File: src/rtl/crc_ser_pkg.sv
package crc_ser_pkg;
  // Low two address bits select the register kind inside a slice.
  typedef enum logic [1:0] {
    K_ACC  = 2'd0,
    K_POLY = 2'd1,
    K_SEED = 2'd2,
    K_CTRL = 2'd3
  } reg_kind_e;

  localparam int SLICE_AW = 2;
  localparam int BUS_AW   = SLICE_AW + 2;
endpackage

File: src/rtl/crc_ser_regs.sv
module crc_ser_regs
  import crc_ser_pkg::*;
#(
  parameter int WIDTH = 16
) (
  input  logic              clk,
  input  logic              rst_ni,
  input  logic              bus_wr,
  input  logic [BUS_AW-1:0] bus_addr,
  input  logic [7:0]        bus_wdata,
  output logic              run,
  output logic [WIDTH-1:0]  poly,
  output logic [WIDTH-1:0]  seed,
  output logic [WIDTH/8-1:0] seed_wr_mask
);
  localparam int NB = WIDTH / 8;

  logic [SLICE_AW-1:0] wr_slice;
  reg_kind_e           wr_kind;
  logic                run_q, run_d;

  assign wr_slice = bus_addr[BUS_AW-1:2];
  assign wr_kind  = reg_kind_e'(bus_addr[1:0]);

  always_comb begin
    run_d = run_q;
    if (bus_wr && (wr_slice == '0) && (wr_kind == K_CTRL)) run_d = bus_wdata[0];
  end

  always_ff @(posedge clk or negedge rst_ni) begin
    if (!rst_ni) run_q <= 1'b0;
    else         run_q <= run_d;
  end

  assign run = run_q;

  for (genvar b = 0; b < NB; b++) begin : g_slice
    logic       hit, poly_we, seed_we;
    logic [7:0] poly_q, seed_q;

    assign hit     = bus_wr && (wr_slice == SLICE_AW'(b));
    assign poly_we = hit && (wr_kind == K_POLY);
    assign seed_we = hit && (wr_kind == K_SEED);

    always_ff @(posedge clk or negedge rst_ni) begin
      if (!rst_ni) begin
        poly_q <= 8'h00;
        seed_q <= 8'h00;
      end else begin
        if (poly_we) poly_q <= bus_wdata;
        if (seed_we) seed_q <= bus_wdata;
      end
    end

    assign poly[8*b +: 8]  = poly_q;
    assign seed[8*b +: 8]  = seed_q;
    assign seed_wr_mask[b] = seed_we;
  end

endmodule

File: src/rtl/crc_ser_lfsr.sv
module crc_ser_lfsr #(
  parameter int WIDTH = 16
) (
  input  logic               clk,
  input  logic               rst_ni,
  input  logic               run,
  input  logic               bit_en,
  input  logic               bit_in,
  input  logic [WIDTH-2:0]   poly_lo,
  input  logic [WIDTH-1:0]   seed,
  input  logic [WIDTH/8-1:0] seed_wr_mask,
  input  logic [7:0]         bus_wdata,
  output logic [WIDTH-1:0]   acc,
  output logic               irq
);
  localparam int NB = WIDTH / 8;

  logic [WIDTH-1:0] acc_q, acc_d, stepped;
  logic             fb, eq, eq_q;

  always_comb begin
    fb      = acc_q[WIDTH-1] ^ bit_in;
    stepped = {acc_q[WIDTH-2:0], 1'b0} ^ ({WIDTH{fb}} & {poly_lo, 1'b1});
    acc_d   = acc_q;
    if (run) begin
      if (bit_en) acc_d = stepped;
    end else begin
      for (int b = 0; b < NB; b++) begin
        if (seed_wr_mask[b]) acc_d[8*b +: 8] = bus_wdata;
      end
    end
  end

  assign eq = (acc_q == seed);

  always_ff @(posedge clk or negedge rst_ni) begin
    if (!rst_ni) begin
      acc_q <= '0;
      eq_q  <= 1'b0;
    end else begin
      acc_q <= acc_d;
      eq_q  <= eq;
    end
  end

  assign acc = acc_q;
  assign irq = run & eq & ~eq_q;


  acc_hold_chk: assert property (@(posedge clk) disable iff (!rst_ni)
    (!run && (seed_wr_mask == '0)) |=> $stable(acc_q));


  bit_gate_chk: assert property (@(posedge clk) disable iff (!rst_ni)
    (run && !bit_en) |=> $stable(acc_q));


  irq_pulse_chk: assert property (@(posedge clk) disable iff (!rst_ni)
    irq |=> !irq);

endmodule

File: src/rtl/crc_ser_rdback.sv
module crc_ser_rdback
  import crc_ser_pkg::*;
#(
  parameter int WIDTH = 16
) (
  input  logic              clk,
  input  logic              rst_ni,
  input  logic              run,
  input  logic              bus_rd,
  input  logic [BUS_AW-1:0] bus_addr,
  input  logic [WIDTH-1:0]  acc,
  input  logic [WIDTH-1:0]  poly,
  input  logic [WIDTH-1:0]  seed,
  output logic [7:0]        rdata
);
  localparam int NB = WIDTH / 8;

  logic [SLICE_AW-1:0] rd_slice;
  reg_kind_e           rd_kind;
  logic [7:0]          rdata_q, rdata_d;
  logic [NB-1:0]       armed_q, armed_d;
  logic [WIDTH-1:0]    hold_q, hold_d;

  assign rd_slice = bus_addr[BUS_AW-1:2];
  assign rd_kind  = reg_kind_e'(bus_addr[1:0]);

  always_comb begin
    rdata_d = rdata_q;
    armed_d = armed_q;
    hold_d  = hold_q;
    if (bus_rd) begin
      rdata_d = 8'h00;
      for (int b = 0; b < NB; b++) begin
        if (int'(rd_slice) == b) begin
          case (rd_kind)
            K_ACC: begin
              if (!run) begin
                hold_d[8*b +: 8] = acc[8*b +: 8];
                armed_d[b]       = 1'b1;
              end
            end
            K_POLY: rdata_d = poly[8*b +: 8];
            K_SEED: begin
              if (armed_q[b]) begin
                rdata_d    = hold_q[8*b +: 8];
                armed_d[b] = 1'b0;
              end else begin
                rdata_d = seed[8*b +: 8];
              end
            end
            K_CTRL: if (b == 0) rdata_d = {7'b0, run};
            default: rdata_d = 8'h00;
          endcase
        end
      end
    end
  end

  always_ff @(posedge clk or negedge rst_ni) begin
    if (!rst_ni) begin
      rdata_q <= 8'h00;
      armed_q <= '0;
      hold_q  <= '0;
    end else begin
      rdata_q <= rdata_d;
      armed_q <= armed_d;
      hold_q  <= hold_d;
    end
  end

  assign rdata = rdata_q;


  rdata_hold_chk: assert property (@(posedge clk) disable iff (!rst_ni)
    !bus_rd |=> $stable(rdata_q));


  acc_read_zero_chk: assert property (@(posedge clk) disable iff (!rst_ni)
    (bus_rd && (rd_kind == K_ACC)) |=> (rdata_q == 8'h00));

endmodule

File: src/rtl/crc_serial_engine.sv
module crc_serial_engine
  import crc_ser_pkg::*;
#(
  parameter int WIDTH = 16
) (
  input  logic              clk,
  input  logic              rst_n,
  input  logic              bus_wr,
  input  logic              bus_rd,
  input  logic [BUS_AW-1:0] bus_addr,
  input  logic [7:0]        bus_wdata,
  output logic [7:0]        bus_rdata,
  input  logic              bit_en,
  input  logic              bit_in,
  output logic              ser_out,
  output logic              irq
);
  localparam int NB = WIDTH / 8;

  if ((WIDTH % 8 != 0) || (WIDTH < 8) || (WIDTH > 32)) begin : g_bad_width
    $error("WIDTH must be 8, 16, 24 or 32");
  end

  logic [1:0]       rst_sync_q;
  logic             rst_i_n;
  logic             run;
  logic [WIDTH-1:0] poly, seed, acc;
  logic [NB-1:0]    seed_wr_mask;
  logic             irq_raw;

  always_ff @(posedge clk or negedge rst_n) begin
    if (!rst_n) rst_sync_q <= 2'b00;
    else        rst_sync_q <= {rst_sync_q[0], 1'b1};
  end

  assign rst_i_n = rst_sync_q[1];

  crc_ser_regs #(.WIDTH(WIDTH)) u_regs (
    .clk          (clk),
    .rst_ni       (rst_i_n),
    .bus_wr       (bus_wr),
    .bus_addr     (bus_addr),
    .bus_wdata    (bus_wdata),
    .run          (run),
    .poly         (poly),
    .seed         (seed),
    .seed_wr_mask (seed_wr_mask)
  );

  crc_ser_lfsr #(.WIDTH(WIDTH)) u_lfsr (
    .clk          (clk),
    .rst_ni       (rst_i_n),
    .run          (run),
    .bit_en       (bit_en),
    .bit_in       (bit_in),
    .poly_lo      (poly[WIDTH-2:0]),
    .seed         (seed),
    .seed_wr_mask (seed_wr_mask),
    .bus_wdata    (bus_wdata),
    .acc          (acc),
    .irq          (irq_raw)
  );

  crc_ser_rdback #(.WIDTH(WIDTH)) u_rdback (
    .clk      (clk),
    .rst_ni   (rst_i_n),
    .run      (run),
    .bus_rd   (bus_rd),
    .bus_addr (bus_addr),
    .acc      (acc),
    .poly     (poly),
    .seed     (seed),
    .rdata    (bus_rdata)
  );

  assign ser_out = run & acc[WIDTH-1];
  assign irq     = irq_raw;


  quiet_when_off_chk: assert property (@(posedge clk) disable iff (!rst_i_n)
    !run |-> (!ser_out && !irq));

endmodule

File: config.mk
export PLATFORM = sky130hd
export DESIGN_NAME = crc_serial_engine
export DESIGN_NICKNAME = d
export VERILOG_FILES = /design/src/rtl/crc_ser_pkg.sv /design/src/rtl/crc_ser_regs.sv /design/src/rtl/crc_ser_lfsr.sv /design/src/rtl/crc_ser_rdback.sv /design/src/rtl/crc_serial_engine.sv
export SDC_FILE = /design/constraint.sdc
export NUM_CORES = 1
export LEC_CHECK = 0
export CAP_MARGIN = 20
export CELL_PAD_IN_SITES_DETAIL_PLACEMENT = 0
export CELL_PAD_IN_SITES_GLOBAL_PLACEMENT = 2
export CORE_AREA = 2 2 97 99
export CTS_BUF_LIST = sky130_fd_sc_hd__clkbuf_4 sky130_fd_sc_hd__clkbuf_8
export DETAILED_ROUTE_END_ITERATION = 8
export DIE_AREA = 0 0 99 101
export PLACE_DENSITY_LB_ADDON = 0.05
export SLEW_MARGIN = 40
export SYNTH_ARGS = -nofsm -noshare
export SYNTH_HDL_FRONTEND = slang
export SYNTH_SLANG_ARGS = --single-unit
File: constraint.sdc
create_clock -name clk -period 3.5 [get_ports clk]
set_input_delay 0.875 -clock clk [delete_from_list [all_inputs] [get_ports clk]]
set_output_delay 0.875 -clock clk [all_outputs]
set_load 0.02 [all_outputs]
======== After elaboration in Yosys (flattened, before gate mapping) ========
Index checks and enable logic that the tools add are counted.
cells by class
  muxes and demuxes ....................... 12
  reductions and logical operators ........ 19
  equality and inequality tests ........... 8
  bitwise operators ....................... 8
operators with widths
  cell                                                 number
  2-to-1 mux 8 bit                                     6
  2-to-1 mux 16 bit                                    2
  case mux 8 bit (3 select lines)                      1
  bitwise AND 16 bit                                   1
  equality test 16 bit                                 1
  case mux 8 bit (2 select lines)                      1
  AND reduction 4 bit                                  4
  bitwise XOR 16 bit                                   1
  logical AND 1 bit                                    7
  equality test 2 bit, second input constant           3
  zero test 2 bit                                      3
  nonzero test 2 bit                                   3
  equality test 2 x 1 -> 1 bit, second input constant  2
  inequality test 2 bit, second input constant         2
  AND reduction 2 bit                                  2
  bitwise AND 1 bit                                    3
  inverter 1 bit                                       2
  case mux 1 bit (2 select lines)                      1
  2-to-1 mux 1 bit                                     1
  bitwise XOR 1 bit                                    1
word-level totals
  word-level logic and storage cells ...... 61
  output and inout port bits .............. 10
  bits in registers ....................... 78
  input bits .............................. 18

======== Depth between registers and ports, before layout ========
  depth after elaboration ................. 5
  gate-level depth with buffers ........... 9
  gate-level depth less buffers ........... 6

======== Modules after synthesis ========
From an unflattened synthesis, not the netlist that was laid out.
second synthesis, totals
  cells, all modules ...................... 331
  area total of the unflattened synthesis .. 3906.2 µm²
modules (own cells, without submodules)
  module             cells an instance  times used  sequential area each (µm²)  area each (µm²)
  crc_ser_rdback     114                1           650.6                       1422.6
  crc_ser_regs       78                 1           825.8                       1297.5
  crc_ser_lfsr       135                1           425.4                       1126.1
  crc_serial_engine  4                  1           50.0                        60.1

======== Worst setup path before layout ========
OpenSTA, ideal clock, no wires.
  kind .................................... input -> register
  start ................................... in bus_addr[0]
  end ..................................... reg u_lfsr.acc_q[7] (netlist: u_lfsr.acc[7])
  path buffers ............................ 3
  path slack .............................. 1138 ps
  setup time .............................. 94 ps
  arrival ................................. 2269 ps
  cell stages on the path ................. 8
  required time ........................... 3406 ps
  cells stage by stage .................... inv_1 -> ha_1 -> buf_2 -> and4bb_1 -> buf_6 -> mux2_4 -> buf_6 -> a221oi_2
between the ends
  word-level cells in the longest chain between the ends .. 4
RTL lines
  element                               RTL line                 source
  start: declaration                    crc_serial_engine.sv:10  input logic [BUS_AW-1:0] bus_addr,
  equality test 2 bit                   crc_ser_regs.sv:43       assign seed_we = hit && (wr_kind == K_SEED);
  logical AND 1 bit                     crc_ser_regs.sv:43
  nonzero test 2 bit (no source line)   n/a
  AND reduction 2 bit (no source line)  n/a
  end signal: assignment                crc_ser_lfsr.sv:38       acc_q <= '0;
  end signal: assignment                crc_ser_lfsr.sv:41       acc_q <= acc_d;
  end: declaration                      crc_ser_lfsr.sv:18       logic [WIDTH-1:0] acc_q, acc_d, stepped;
No other way between the ends.
A chain may end at the register's enable or synchronous reset.

======== Worst setup path after layout ========
  start ................................... reg u_lfsr.acc_q[4] (netlist: u_lfsr.acc[4])
  end ..................................... out irq
between the ends
  word-level cells in the longest chain between the ends .. 3
RTL lines
  element                         RTL line                 source
  equality test 16 bit            crc_ser_lfsr.sv:34       assign eq = (acc_q == seed);
  net u_lfsr.eq                   crc_ser_lfsr.sv:19       logic fb, eq, eq_q;
  bitwise AND 1 bit (2 in a row)  crc_ser_lfsr.sv:47       assign irq = run & eq & ~eq_q;
  end: declaration                crc_serial_engine.sv:16  output logic irq
The timed path passes the listed nets, and every way through them passes these cells.

==> results.md <==
- The initial DRC count is 124.
- For this design the ratio of total power to cell area is 699.7 nW/um^2.
- The number of global-route vias before repair is 2,723.
- The worst setup path is captured at an output pin.
- The maximum clock skew at final layout is 0.01216 ns.
- The warning count from the yosys run is 0.
- TritonCTS built the clock tree.
- The global-route wire length before repair is 16,090 um.
- Setup repair after global routing left no endpoint under its margin.
- The share of synthesized cell area in and, or, nand and nor gates is 7.828%.
- The repair_antennas step left the layout with diodes totalling 0.
- Once placement finished, the instance area stood at 4404 um^2.
- The setup violation total in the final timing report is 0.
- The synthesized design contains 0 enable-type register cells.
- The count of nets left with antenna violations once routing finished came out at 0.
- The total routing resource utilization after global routing is 21.57%.
- Routability-driven placement finished with a final weighted congestion of 0.8151.
- The class of the tightest hold or removal check is flip-flop to async pin.
- The number of nets produced by synthesis is 348.
- In this run the top signal layer used is met4.
- The shortest period the worst path allows is 3.208 ns.
- The synthesized netlist devotes 7.260% of its cell area to XOR and XNOR gates.
- After detailed routing, the number of remaining DRC violations is 0.
- At the placement stage, the worst setup path has a slack of 0.6357 ns.
- The root buffer selected by CTS is sky130_fd_sc_hd__clkbuf_8.
- The kind of critical path is flip-flop to output pin.
- The via density per instance is 5.598.
- The synthesized design contains 78 register bits.
- The synthesized netlist devotes 11.40% of its cell area to compound gates.
- The pin count of the biggest net entering global routing is 35.
- Counting the buffers created by CTS gives 9.
- The final non-filler cell area is 4608 um^2.
- Cells with a size suffix above 1 make up 29.12% of the layout.
- The wire length per cell after detailed routing is 21.01 um.
- Once layout is complete, the utilization of the core stands at 51.33%.
- After synthesis, the largest family of logic cells by area is multiplexers.
- The top cell types in the final layout, fill and taps aside, are sky130_fd_sc_hd__dfrtp_1, sky130_fd_sc_hd__mux2_2, sky130_fd_sc_hd__clkdlybuf4s50_1.
- The number of sinks on the clock net is 78.
- The final critical-path setup slack is 0.2925 ns.
- Of all flip-flops after synthesis, the portion carrying an async set or reset was 100.0%.
- STA puts the critical path data required time at 2.62 ns.
- Summing over every cut layer, the via total after detailed routing is 2,659.
- The amount of wire on met2 after detailed routing is 4466 um.
- The adder and majority gate portion of the synthesized area is 1.578%.
- The relative slew slack is 62.16%.
- The synthesized netlist occupies a cell area of 3964 um^2.
- The largest vdd supply drop is 0.0002519 V.
- Pin placement for this block handled 28 I/O pins.
- The horizontal die dimension is 99 um.
- The core region is 8977 um^2.
- Once the floorplan was initialized, standard cells occupied 44.15% of the core.
- The count of hold buffers inserted by post-cts repair is 0.
- The maximum operating frequency is 0.3118 GHz.
- The total grt overflow is 0.
- The slew at the pin with the worst max-slew slack is 0.5676 ns.
- After clock tree synthesis, the clock-pin slew on the worst setup and hold paths is 0.08 ns.
- The sequential cell area fraction in the yosys report is 49.24%.
- Across the run, the number of max-cap violations was 0.
- The number of post-CTS setup repair buffers is 0.
- The multiplexer fraction of the synthesized cell area is 19.35%.
- Compared with the post-synthesis result, the final layout area differs by 16.26%.
- The initial antenna violation count is 0.
- The distinct cell type count of the synthesized netlist is 43.
- Synthesis handed over a netlist of 325 instances.
- The data arrival time of the critical path is 2.33 ns.
- The pre-antenna-repair detailed-routing pass consisted of 7 iterations.
- STA classifies the critical path startpoint as a flip-flop.
- The detailed-routing wirelength on met1 is 5103 um.
- Of all nets on the critical path, the largest fanout is 4.
- Among all flip-flop cells after synthesis, the most frequent one is sky130_fd_sc_hd__dfrtp_1.
- The die covers 9999 um^2.
- The cell row count is 35.
- The sum of negative setup slack is 0 ns.
- The met3 wire length is 323 um.
- Summed over all nets, the half-perimeter wirelength after detailed placement is 7152 um.
- In this run the static leakage power is 1.906 nW.
- The count of final hold-check violations is 0.
- The H-tree generated during clock tree synthesis spans 3 levels.
- The number of pins with negative max-slew slack in the final report is 0.
- The final layout contains 382 nets.
- The number of instances resized during post-cts repair is 0.
- Port buffering added 27 buffers.
- Measured along the y axis, the die boundary spans 101 um.
- Total power for the finished layout comes to 3.224 mW.
- Wires add up to 9980 um.
- The run finished with clean final reports.
- The most common cell after layout, fill and taps aside is sky130_fd_sc_hd__dfrtp_1.
- Counting along the longest clock path gives a buffer depth of 2.
- The clock network latency to the later pin of the worst-skew pair is 0.35 ns.
- The per-instance average area after synthesis is 12.20 um^2.
- The worst path uses 91.64% of the clock period.
## synthesized netlist by cell type, drive strengths merged (2+ instances only)
cell / instances / share of area, %
nand3b: 2 / 0.38
xor2: 16 / 3.7
mux2: 66 / 19
nand4: 4 / 0.63
and2: 2 / 0.32
o22a: 8 / 1.8
xnor2: 16 / 3.5
mux2i: 2 / 0.51
a221oi: 14 / 4.2
ha: 5 / 1.6
inv: 11 / 1.0
nand2: 16 / 1.5
dfrtp: 78 / 49
clkbuf: 8 / 0.79
a22oi: 15 / 2.8
a21oi: 3 / 0.38
nand2b: 2 / 0.32
o21ai: 9 / 1.1
nand3: 3 / 0.38
buf: 8 / 1.4
nor2: 23 / 2.2
## final cells by class
class,count,area [um^2]
clock inverter,5,58.81
fill,822,4369
multi-input combinational,220,1883
inverter,11,41.29
timing repair buffer,39,385.4
sequential,78,1956
tap,111,138.9
clock buffer,11,145.1
## worst max-delay path, cell delays in order, from the launching register on
cell	delay (ns)
sky130_fd_sc_hd__dfrtp_1	0.43
sky130_fd_sc_hd__xnor2_1	0.25
sky130_fd_sc_hd__nand4_1	0.13
sky130_fd_sc_hd__nor4_1	0.36
sky130_fd_sc_hd__and3b_1	0.21
sky130_fd_sc_hd__clkdlybuf4s50_1	0.59
## report_power, final
group          internal [mW]  switching, mW
sequential              1.19          0.298
combinational          0.558          0.478
clock                  0.357          0.345
total                   2.10           1.12
## layer usage
| layer | vias to the layer above | track usage, % |
|---|---|---|
| met1 | 1378 | 32.07 |
| li1 | 1233 | - |
| met4 | 0 | 4.426 |
| met2 | 41 | 32.69 |
| met3 | 7 | 4.646 |
| met5 | - | 0 |
## metrics by stage
| step | hold WS (ns) | cells |
|---|---|---|
| 2_1_floorplan | 0.3312 | 325 |
| 3_3_place_gp | 0.3437 | 457 |
| 3_5_place_dp | 0.2226 | 459 |
| 4_1_cts | 0.2337 | 475 |
| 5_1_grt | 0.2499 | 475 |
| 6_report | 0.2149 | 475 |
## state kept, by name (all words and copies together) (netlist names)
signal	count
u_lfsr.acc	16
u_rdback.hold_q	16
u_regs.g_slice.poly_q	16
u_regs.g_slice.seed_q	16
u_rdback.rdata	8
rst_sync_q	2
u_rdback.armed_q	2
u_lfsr.eq_q	1
u_regs.run	1
## logic make-up after synthesis
family,count (synthesis)
flip-flops,78
multiplexers,68
AND/OR/NAND/NOR,61
AO/OA/AOI/OAI,53
XOR/XNOR,32
buffers and inverters,27
adder cells (fa/ha/maj),5
other,1
## path summary, 6_finish.rpt
| kind | slack [ns] | depth (start not counted) | from | to |
|---|---|---|---|---|
| setup / recovery | 0.29 | 5 | u_lfsr.acc[4]$_DFFE_PN0P_ | irq |
| hold / removal | 0.21 | 0 | rst_sync_q[1]$_DFF_PN0_ | u_rdback.rdata[3]$_DFFE_PN0P_ |
| setup reg to reg | 1.63 | 5 | u_regs.run$_DFFE_PN0P_ | u_rdback.hold_q[10]$_DFFE_PN0P_ |
| hold reg to reg | 0.21 | 0 | rst_sync_q[1]$_DFF_PN0_ | u_rdback.rdata[3]$_DFFE_PN0P_ |
| max in group asynchronous | 2.58 | 2 | rst_sync_q[1]$_DFF_PN0_ | u_regs.g_slice[1].poly_q[5]$_DFFE_PN0P_ |
| min in group clk | 0.36 | 0 | rst_sync_q[0]$_DFF_PN0_ | rst_sync_q[1]$_DFF_PN0_ |
Note: power is estimated with default switching activity, not from simulation.
